--- config.mk ---
export PLATFORM = sky130hd
export DESIGN_NAME = shift_fifo
export DESIGN_NICKNAME = d
export VERILOG_FILES = /design/src/rtl/sfifo_pkg.sv /design/src/rtl/sfifo_in_ctl.sv /design/src/rtl/sfifo_out_ctl.sv /design/src/rtl/sfifo_stages.sv /design/src/rtl/shift_fifo.sv
export SDC_FILE = /design/constraint.sdc
export NUM_CORES = 1
export LEC_CHECK = 0
export BUFFER_PORTS_ARGS = -buffer_cell sky130_fd_sc_hd__buf_2
export CORE_ASPECT_RATIO = 0.9
export CORE_MARGIN = 1
export CORE_UTILIZATION = 35
export DETAILED_ROUTE_END_ITERATION = 8
export PLACE_DENSITY_LB_ADDON = 0.08
export SETUP_SLACK_MARGIN = 0.1
export SYNTH_ARGS = -nofsm -noshare
export SYNTH_HDL_FRONTEND = slang
export SYNTH_SLANG_ARGS = --single-unit
export TNS_END_PERCENT = 100
--- constraint.sdc ---
create_clock -name clk -period 1.5 [get_ports clk]
set_clock_uncertainty 0.2 [all_clocks]
set_input_delay 0.075 -clock clk [delete_from_list [all_inputs] [get_ports clk]]
set_output_delay 0.075 -clock clk [all_outputs]
set_load 0.01 [all_outputs]
--- src/rtl/sfifo_pkg.sv ---
package sfifo_pkg;
  localparam int unsigned DEF_WIDTH = 9;
  localparam int unsigned DEF_DEPTH = 64;
endpackage

--- src/rtl/sfifo_in_ctl.sv ---
module sfifo_in_ctl (
  input  logic clk,
  input  logic rst_n,
  input  logic si,
  input  logic head_busy,
  output logic cap,
  output logic in_blk
);
  logic si_q, pend, hold;
  logic si_rise, req;

  assign si_rise = si & ~si_q;
  assign req     = pend | si_rise;
  assign cap     = req & ~head_busy;
  // word stays at the head while SI remains high after capture
  assign in_blk  = hold & si;

  always_ff @(posedge clk or negedge rst_n) begin
    if (!rst_n) begin
      si_q <= 1'b0;
      pend <= 1'b0;
      hold <= 1'b0;
    end else begin
      si_q <= si;
      pend <= req & ~cap;
      hold <= cap ? si : (hold & si);
    end
  end

  assert_no_overflow_R11: assert property (@(posedge clk) disable iff (!rst_n)
    si_rise |-> !pend);

  assert_hold_head_R3: assert property (@(posedge clk) disable iff (!rst_n)
    (in_blk && head_busy) |=> head_busy);
endmodule

--- src/rtl/sfifo_out_ctl.sv ---
module sfifo_out_ctl (
  input  logic clk,
  input  logic rst_n,
  input  logic so,
  input  logic tail_valid,
  input  logic all_empty,
  output logic consume,
  output logic out_blk
);
  logic so_q, lock, arm;
  logic so_rise;

  assign so_rise = so & ~so_q;
  assign consume = tail_valid & (so_rise | arm);
  assign out_blk = lock & so;

  always_ff @(posedge clk or negedge rst_n) begin
    if (!rst_n) begin
      so_q <= 1'b0;
      lock <= 1'b0;
      arm  <= 1'b0;
    end else begin
      so_q <= so;
      lock <= so & (lock | consume);
      arm  <= so & (arm | (so_rise & all_empty)) & ~consume;
    end
  end

  assert_read_lock_R8: assert property (@(posedge clk) disable iff (!rst_n)
    (lock && so) |-> !consume);
endmodule

--- src/rtl/sfifo_stages.sv ---
module sfifo_stages #(
  parameter int unsigned W = 9,
  parameter int unsigned D = 64
) (
  input  logic         clk,
  input  logic         rst_n,
  input  logic [W-1:0] din,
  input  logic         cap,
  input  logic         in_blk,
  input  logic         out_blk,
  input  logic         consume,
  output logic [D-1:0] occ,
  output logic [W-1:0] dout
);
  localparam int unsigned LAST = D - 1;

  logic [W-1:0] mem [D];
  logic [D-2:0] mv;

  for (genvar i = 0; i < D - 1; i++) begin : g_mv
    localparam bit IS_HEAD = (i == 0);
    localparam bit IS_TAIL = (i == D - 2);
    assign mv[i] = occ[i] & ~occ[i+1] & ~(IS_HEAD & in_blk) & ~(IS_TAIL & out_blk);
  end

  for (genvar i = 0; i < D; i++) begin : g_stage
    if (i == 0) begin : g_head
      always_ff @(posedge clk or negedge rst_n) begin
        if (!rst_n) begin
          occ[i] <= 1'b0;
          mem[i] <= '0;
        end else if (cap) begin
          occ[i] <= 1'b1;
          mem[i] <= din;
        end else if (mv[i]) begin
          occ[i] <= 1'b0;
        end
      end
    end else if (i == LAST) begin : g_tail
      always_ff @(posedge clk or negedge rst_n) begin
        if (!rst_n) begin
          occ[i] <= 1'b0;
          mem[i] <= '0;
        end else if (mv[i-1]) begin
          occ[i] <= 1'b1;
          mem[i] <= mem[i-1];
        end else if (consume) begin
          occ[i] <= 1'b0;
        end
      end
    end else begin : g_mid
      always_ff @(posedge clk or negedge rst_n) begin
        if (!rst_n) begin
          occ[i] <= 1'b0;
          mem[i] <= '0;
        end else if (mv[i-1]) begin
          occ[i] <= 1'b1;
          mem[i] <= mem[i-1];
        end else if (mv[i]) begin
          occ[i] <= 1'b0;
        end
      end
    end
  end

  assign dout = mem[LAST];
endmodule

--- src/rtl/shift_fifo.sv ---
module shift_fifo
  import sfifo_pkg::*;
#(
  parameter int unsigned WIDTH = DEF_WIDTH,
  parameter int unsigned DEPTH = DEF_DEPTH
) (
  input  logic             clk,
  input  logic             mrst_n,
  input  logic [WIDTH-1:0] din,
  input  logic             si,
  output logic             dir,
  input  logic             so,
  output logic [WIDTH-1:0] dout,
  output logic             dor
);
  localparam int unsigned LAST = DEPTH - 1;

  logic [DEPTH-1:0] occ;
  logic cap, in_blk, consume, out_blk, all_empty;

  assign all_empty = ~|occ;
  assign dir       = ~occ[0];
  assign dor       = occ[LAST];

  sfifo_in_ctl u_in (
    .clk(clk), .rst_n(mrst_n), .si(si), .head_busy(occ[0]),
    .cap(cap), .in_blk(in_blk)
  );

  sfifo_out_ctl u_out (
    .clk(clk), .rst_n(mrst_n), .so(so), .tail_valid(occ[LAST]),
    .all_empty(all_empty), .consume(consume), .out_blk(out_blk)
  );

  sfifo_stages #(.W(WIDTH), .D(DEPTH)) u_stg (
    .clk(clk), .rst_n(mrst_n), .din(din), .cap(cap), .in_blk(in_blk),
    .out_blk(out_blk), .consume(consume), .occ(occ), .dout(dout)
  );

  assert_capture_busy_R2: assert property (@(posedge clk) disable iff (!mrst_n)
    ($rose(si) && dir) |=> !dir);

  assert_consume_drop_R6: assert property (@(posedge clk) disable iff (!mrst_n)
    ($rose(so) && dor) |=> (!dor && $stable(dout)));

  assert_keep_output_R7: assert property (@(posedge clk) disable iff (!mrst_n)
    !dor |=> (dor || $stable(dout)));
endmodule

**Word level (Yosys, flattened, before mapping)**

Cells that the tools add are included.

- Flip-flop bits (word level): 646
- Output and inout bits: 11

- Mux-type cells: 129
- Bitwise operators: 150
- Reduce and logical (&&, ||, !) cells: 66

Operator list:

| cell | number |
|---|---|
| 1-bit 2-to-1 mux | 129 |
| 2-bit nonzero test | 64 |
| 1-bit AND | 76 |
| 1-bit NOT | 70 |
| 64-bit OR reduction | 1 |
| 1-bit OR | 4 |
| 1-bit zero test | 1 |

**Logic depth before layout (Yosys ltp)**

Gate-level depths: netlist of run 1.

- Depth in word-level cells: 6
- Gate-level depth with buffers: 4

**Modules after synthesis**

From an unflattened synthesis of run 1, not the netlist that was laid out.

- Cell total of the unflattened synthesis: 1481
- Area total of the unflattened synthesis: 24378.4 µm²

By module, submodules not included:

| module | times used | cells an instance | area an instance (µm²) | seq. area each (µm²) |
|---|---|---|---|---|
| sfifo_stages | 1 | 1437 | 23969.2 | 16015.4 |
| shift_fifo | 1 | 22 | 153.9 | 0.0 |
| sfifo_out_ctl | 1 | 12 | 130.1 | 75.1 |
| sfifo_in_ctl | 1 | 10 | 125.1 | 75.1 |

**Worst setup path after synthesis of run 1**

OpenSTA, ideal clock, no wires.

- Kind: reg-to-reg
- From: register u_stg.occ[39]
- To: register u_out.arm
- Library setup time: 0.076 ns
- Data arrival time: 1.361 ns
- Data required time: 1.224 ns
- Path slack: -0.137 ns
- Cell stages (with the launch flop): 5
- Buffers on the path: 0
- Cells stage by stage: dfrtp_1 -> nor4_1 -> nand4_1 -> or4_1 -> o21ai_1

- Longest elaborated chain between the ends: 6

RTL lines:

| element | RTL line | text |
|---|---|---|
| start: declaration | sfifo_stages.sv:12 | `output logic [D-1:0] occ,` |
| start signal: indexed assignment | sfifo_stages.sv:54 | `occ[i] <= 1'b0;` |
| start signal: indexed assignment | sfifo_stages.sv:57 | `occ[i] <= 1'b1;` |
| start signal: indexed assignment | sfifo_stages.sv:60 | `occ[i] <= 1'b0;` |
| 64-bit OR reduction | shift_fifo.sv:21 | `assign all_empty = ~\|occ;` |
| 1-bit zero test | shift_fifo.sv:21 |  |
| 1-bit AND | sfifo_out_ctl.sv:25 | `arm <= so & (arm \| (so_rise & all_empty)) & ~consume;` |
| 1-bit OR | sfifo_out_ctl.sv:25 |  |
| 1-bit AND (2 in a row) | sfifo_out_ctl.sv:25 |  |
| end signal: assignment | sfifo_out_ctl.sv:25 |  |
| end: declaration | sfifo_out_ctl.sv:10 | `logic so_q, lock, arm;` |

No other way between the ends.
A chain may end at the register's enable or synchronous reset.

**Worst setup path in the final report of run 1**

- From: register u_stg.occ[25]
- To: register u_out.arm

Same word-level chain as after synthesis.

==> results of run 1 <==
==> flip-flops by register name (all words and copies together) (netlist names) <==
name,flops
u_out.lock,1
u_in.si_q,1
u_in.hold,1
u_stg.occ,64
u_in.pend,1
u_stg.dout,9
u_stg.mem,567
u_out.arm,1
u_out.so_q,1
==> worst max-delay path by stage <==
stage | startpoint | to | slack [ns] | depth (start not counted)
5_1_grt | u_stg.occ[42] | u_out.arm | -0.37 | 4
6_report | u_stg.occ[25] | u_out.arm | -0.29 | 5
4_1_cts | u_stg.occ[42] | u_out.arm | -0.32 | 4
2_1_floorplan | u_stg.occ[39] | u_out.arm | -0.14 | 4
3_3_place_gp | u_stg.occ[25] | u_out.arm | -0.47 | 5
3_5_place_dp | u_stg.occ[25] | u_out.arm | -0.45 | 5
==> synthesized netlist by cell type (all sizes together) <==
cell type  instances  area share [%]
a21boi             1           0.031
or4                1           0.031
nand3              1           0.021
nor2               5           0.088
nor2b             25            0.65
or2b               1           0.031
and2b              1           0.031
a21o              27            0.84
o21ai              2           0.041
inv                5           0.078
o21a               1           0.031
mux2             576              27
and3               1           0.026
dfrtp            646              67
nand2b            34            0.88
or2                1           0.026
nand2             69             1.1
clkbuf             1           0.016
nor4              15            0.41
a211oi             2           0.062
a21oi              2           0.041
nand4              5            0.13
buf               71             1.6
==> cells by family (layout without fill, tap and decap cells) <==
logic type / Yosys count / in the layout / share of synthesized area, %
muxes: 576 / 576 / 26.9
buffers and inverters: 77 / 438 / 1.66
and+or+nand+nor: 159 / 161 / 3.40
AOI/OAI and AO/OA: 35 / 35 / 1.05
DFF: 646 / 646 / 67.0
==> cells in the final DEF, fill, tap and decap left out, types with 8 or more instances in the layout <==
| cell | n |
|---|---|
| buf_8 | 11 |
| clkinv_2 | 11 |
| buf_16 | 9 |
| buf_12 | 57 |
| clkbuf_16 | 79 |
| buf_4 | 95 |
| clkbuf_1 | 17 |
| buf_2 | 20 |
| dlygate4sd3_1 | 16 |
| nor4_1 | 8 |
| nor2b_4 | 25 |
| mux2_4 | 240 |
| dfrtp_1 | 638 |
| mux2_2 | 336 |
| buf_6 | 91 |
| a21o_1 | 27 |
| nand2b_4 | 33 |
| nand2_1 | 68 |
| dfrtp_2 | 8 |
| clkbuf_8 | 20 |
==> worst register-to-register path, delay by kind of cell (launching register included) <==
family	cells	cell delay (ns)
AND/OR/NAND/NOR	3	0.84
flip-flops	1	0.41
buffers and inverters	1	0.16
AO/OA/AOI/OAI	1	0.12
==> cell type report <==
type | count | area (um2) | share of cell area [%]
Sequential cell | 646 | 16200 | 50.1
Multi-Input combinational cell | 772 | 9020 | 27.9
Timing Repair Buffer | 304 | 3660 | 11.3
Clock buffer | 112 | 2220 | 6.86
Tap cell | 874 | 1090 | 3.38
Clock inverter | 17 | 128 | 0.395
Inverter | 5 | 18.8 | 0.0581
==> through the flow <==
step	util (%)	setup slack, ns	TNS (ns)	area, um2
global route	47.8	-0.369	-22.35	32300
finish	47.8	-0.293	-12.11	32300
CTS	46.8	-0.321	-13.97	31700
global placement	40.0	-0.471	-11.44	27000
detailed placement	40.0	-0.453	-12.81	27000
floorplan	-	-0.137	-0.156	24200
==> power groups by stage <==
stage                     clock (mW)  combinational, mW  sequential, mW
after floorplan                    0               5.55            20.7
after global placement             0               10.0            20.9
after detailed placement           0               10.1            20.9
after CTS                       17.8               14.6            20.8
after global routing            18.6               15.9            21.1
final                           17.2               15.0            20.9
==> metal layers <==
| metal | global-route usage [%] | routed length [um] | vias up |
|---|---|---|---|
| li1 | - | - | 5854 |
| met1 | 22.0 | 25900 | 6862 |
| met2 | 21.2 | 21200 | 127 |
| met3 | 2.84 | 1360 | 86 |
| met4 | 4.38 | 1180 | 0 |
| met5 | 0 | 0 | - |
==> repair_timing <==
action                     in CTS  in global routing
hold buffers                   16                  1
cloned                         33                  3
gates resized for setup       355                149
buffers inserted               47                 35
pin swaps                       4                  5
hold endpoints to repair      674                 14
setup endpoints to repair     573                620
==> flow_metrics.tcl, run 1 <==
set metrics [dict create \
    drv_cap 0 \
    vias_per_cell 4.74 \
    fmaxAchievable_ghz 0.558 \
    syn_avg_cell_area_um2 16.2 \
    cp_num_buf_inv 1 \
    seq_area_frac_synth_pct 67.0 \
    worst_pin_slew_ns 0.870 \
    stdcell_count 2730 \
    drt_first_iter_violations 444 \
    switching_share_pct 26.7 \
    crit_slowest_cell "or4_1" \
    core_mm2 0.0676 \
    combPwrFrac_pct 28.2 \
    grt_pass1_vias 14200 \
    cp.arrival_ns 2.13 \
    crit_path_end_kind "register" \
    reg2reg_from "u_stg.occ[25]" \
    crit_chain "nor4_4 > buf_4 > nand4_1 > or4_1 > o21ai_1" \
    place.gp.congestion 0.746 \
    p_total_mw 53.1 \
    hold_violations 0 \
    finalCritPeriodShare_pct 120 \
    wl_per_cell_um 18.2 \
    start_util_pct 35.7 \
    synthDistinctLibCells 27 \
    cts.sinks 646 \
    gr-usage-all-layers_pct 14.6 \
    p_leak_nw 16.4 \
    firstDrtPassIters 4 \
    path_delay_family "simple AND/OR/NAND/NOR gates" \
    reg2reg_to "u_out.arm" \
    htreeDepth 3 \
    peakVddDrop_mv 0.986 \
    synthesis.nets 1506 \
    ys_warn_count 0 \
    nets 1813 \
    hold_path.class "in -> async" \
    slew_headroom_pct 41.8 \
    synth_area_mm2 0.0241 \
    antenna_found_initial 1 \
    portBuffers 23 \
    cp_max_fo 2 \
    clock_power_share_pct 32.4 \
    insertion_delay_ns 0.61 \
    pwr-share-seq_pct 39.4 \
    critPathRequiredTime_ns 1.84 \
    path_class "reg -> reg" \
    p_sw_mw 14.2 \
    clkSlewWorstSetupHoldPaths_ns 0.06 \
    cts_root_buf "clkbuf_16" \
    synth_seq_cells 646 \
    intPower_mw 39.0 \
    cts_tree "built" \
    grt_max_degree 60 \
    rsz0062_at_grt "true" \
    routed_wl_um 49600 \
    place_hpwl_um 28500 \
    cp-start-kind "register" \
    drc 0 \
    diodes 0 \
    die_w_um 279 \
    cp_slowest_stage_delay_ns 0.42 \
    drv_slew 0 \
    ant_nets 0 \
    rr_worst_depth 5 \
    overflow 0 \
    num_rows 90 \
    drive_above_1_share_pct 57.2 \
    dieArea_mm2 0.0700 \
    fin_crit_ns 1.79 \
    violations "setup timing" \
    power_density_mw_per_mm2 1640 \
    via_count 12900 \
    status "finished, violations left" \
    fin_ws_ns -0.293 \
    synthCells 1493 \
    grt_pass1_wl_um 80900 \
    cts_made_buffers 71 \
    boundaryPins 24 \
    whs_ns 0.0147 \
    n_fill_cell 5827 \
    cts_buffer_depth 3 \
    setup_viol 211 \
    area_delta_synth_final_pct 33.9 \
    placed_cells 2492 \
    die_h_um 251 \
    reg2reg_slack_ns -0.29 \
]
Power figures use the tool's default switching activity.
==> run 2: changes to the inputs <==
--- a/config.mk
+++ b/config.mk
@@ -9,6 +9,7 @@
 export CORE_ASPECT_RATIO = 0.9
 export CORE_MARGIN = 1
 export CORE_UTILIZATION = 35
+export CTS_BUF_LIST = sky130_fd_sc_hd__clkbuf_4 sky130_fd_sc_hd__clkbuf_8 sky130_fd_sc_hd__clkbuf_16
 export DETAILED_ROUTE_END_ITERATION = 8
 export PLACE_DENSITY_LB_ADDON = 0.08
 export SETUP_SLACK_MARGIN = 0.1
==> run 2 against run 1 <==
  * The run ends with hold timing, setup timing left
  * Combinational power fell by 7%
  * Sequential power about the same
  * Fmax is 0.12% higher
  * Critical path depth is the same
  * Final cell count fell by 1.1%
  * First-iteration DRC count increased by 3.2%
  * Core utilization is 0.84 points lower
  * Die area stayed put
  * Critical path type unchanged
  * Largest cell class unchanged
  * Largest power group unchanged
==> flow_metrics.tcl, run 2 (synthesis results as in run 1) <==
set metrics [dict create \
    status "finished, violations left" \
    violations "hold timing, setup timing" \
    place.gp.congestion 0.746 \
    final_cell_mix "639 x dfrtp_1, 368 x mux2_2, 208 x mux2_4" \
    worst_pin_slew_ns 0.388 \
    gr-usage-all-layers_pct 13.8 \
    cts_root_buf "clkbuf_16" \
    power_density_mw_per_mm2 1650 \
    pwr-share-seq_pct 39.9 \
    cp_slowest_stage_delay_ns 0.42 \
    via_count 12700 \
    die_h_um 251 \
    switching_share_pct 26.3 \
    ctsHoldBuffers 16 \
    finish.utilization_pct 47.0 \
    nets 1782 \
    p_leak_nw 16.1 \
    vias_per_cell 4.71 \
    path_class "reg -> reg" \
    whs_ns -0.234 \
    antenna_found_initial 1 \
    rsz0062_at_grt "true" \
    crit_slowest_cell "or4_1" \
    boundaryPins 24 \
    intPower_mw 38.5 \
    met1_usage_pct 20.4 \
    start_util_pct 35.7 \
    largest-register "u_stg.mem" \
    fmaxAchievable_ghz 0.558 \
    hold_violations 14 \
    wl_per_cell_um 17.8 \
    largest_reg_flops 567 \
    diodes 0 \
    clkSlewWorstSetupHoldPaths_ns 0.06 \
    cp_max_fo 2 \
    fin_crit_ns 1.79 \
    drc 0 \
    peakVddDrop_mv 0.968 \
    place_hpwl_um 28500 \
    die_w_um 279 \
    drv_slew 0 \
    cts_tree "built" \
    fin_ws_ns -0.291 \
    critPathRequiredTime_ns 1.84 \
    drv_cap 0 \
    crit_chain "nor4_4 > buf_4 > nand4_1 > or4_1 > o21ai_1" \
    htreeDepth 3 \
    crit_path_end_kind "register" \
    grt_pass1_wl_um 77200 \
    grt_pass1_vias 14000 \
    hold_path.class "in -> async" \
    cp-start-kind "register" \
    slew_headroom_pct 74.1 \
    finalCritPeriodShare_pct 119 \
    drt_first_iter_violations 458 \
    ant_nets 0 \
    num_rows 90 \
    dieArea_mm2 0.0700 \
    grt_max_degree 60 \
    top_usage_layer "met1" \
    core_mm2 0.0676 \
    setup_tns_ns -7.47 \
    cts_made_buffers 71 \
    portBuffers 23 \
    drive_above_1_share_pct 56.8 \
    clock_power_share_pct 33.5 \
    setup_viol 165 \
    routed_wl_um 48000 \
    firstDrtPassIters 4 \
    insertion_delay_ns 0.61 \
    p_sw_mw 13.8 \
    cts_buffer_depth 3 \
    grtUsageMet2_pct 20.3 \
    overflow 0 \
    grt_use_met3_pct 2.78 \
    area_delta_synth_final_pct 31.6 \
    cp.arrival_ns 2.13 \
    layout_commonest_cell "dfrtp_1" \
    cts.sinks 646 \
    combPwrFrac_pct 26.5 \
]
## run 2: changes by cell type in the layout (fill, tap and decap cells not counted), moves of 16 or more
cell	previous run	this run
clkbuf_1	17	0
clkbuf_4	1	17
buf_6	91	75
mux2_2	336	368
mux2_4	240	208
## run 2: power groups by stage
stage | Sequential (mW) | Clock (mW) | Combinational [mW]
global placement | 20.9 | 0 | 10.0
global route | 21.1 | 18.9 | 14.8
floorplan | 20.7 | 0 | 5.55
finish | 20.9 | 17.5 | 13.9
detailed placement | 20.9 | 0 | 10.1
CTS | 20.8 | 18.2 | 13.0
## run 2: layout make-up
class                      count  area, um2
sequential                   646      16200
clock inverter                17        128
timing repair buffer         273       3240
tap                          874       1090
multi-input combinational    772       8800
clock buffer                 112       2280
inverter                       5       18.8
fill                        5890      35800
## run 2: timing repair
| item | CTS | global route |
|---|---|---|
| resized for setup | 242 | 175 |
| gates cloned | 17 | 11 |
| endpoints found under the hold margin | 674 | 14 |
| buffers inserted | 23 | 23 |
| pin swaps | 5 | 8 |
| setup endpoints to repair | 573 | 616 |
## run 2: path summary, 6_finish.rpt
check / from / cells after the start / endpoint / slack [ns]
worst max-delay path: u_stg.occ[25] / 5 / u_out.arm / -0.29
worst min-delay path: mrst_n / 2 / u_stg.dout[4] / -0.23
worst max register to register: u_stg.occ[25] / 5 / u_out.arm / -0.29
worst min register to register: u_stg.mem[141] / 1 / u_stg.mem[132] / 0.29
max in group asynchronous: mrst_n / 4 / u_stg.mem[210] / 0.54
min in group clk: din[2] / 3 / u_stg.mem[569] / 0.04
## run 2: metal layers
layer / vias up / routed length (um) / part of all wire (%)
met2: 104 / 20600 / 43
met4: 0 / 1100 / 2.3
met1: 6741 / 24900 / 52
met5: - / 0 / 0
met3: 82 / 1390 / 2.9
li1: 5783 / - / -
## run 2: worst max-delay path, delay by kind of cell (launching register included)
| kind | cells | cell delay [ns] |
|---|---|---|
| simple gates | 3 | 0.84 |
| flops | 1 | 0.41 |
| buf+inv | 1 | 0.16 |
| compound gates | 1 | 0.12 |
## run 2: stage by stage
step | instances | cell area, um2 | total power [mW] | setup slack [ns]
after global routing | 2699 | 31700 | 54.8 | -0.358
after detailed placement | 2492 | 27000 | 31.0 | -0.453
after floorplan | 1493 | 24200 | 26.3 | -0.137
after CTS | 2676 | 30800 | 51.9 | -0.321
final | 2699 | 31700 | 52.3 | -0.291
after global placement | 2492 | 27000 | 30.9 | -0.471
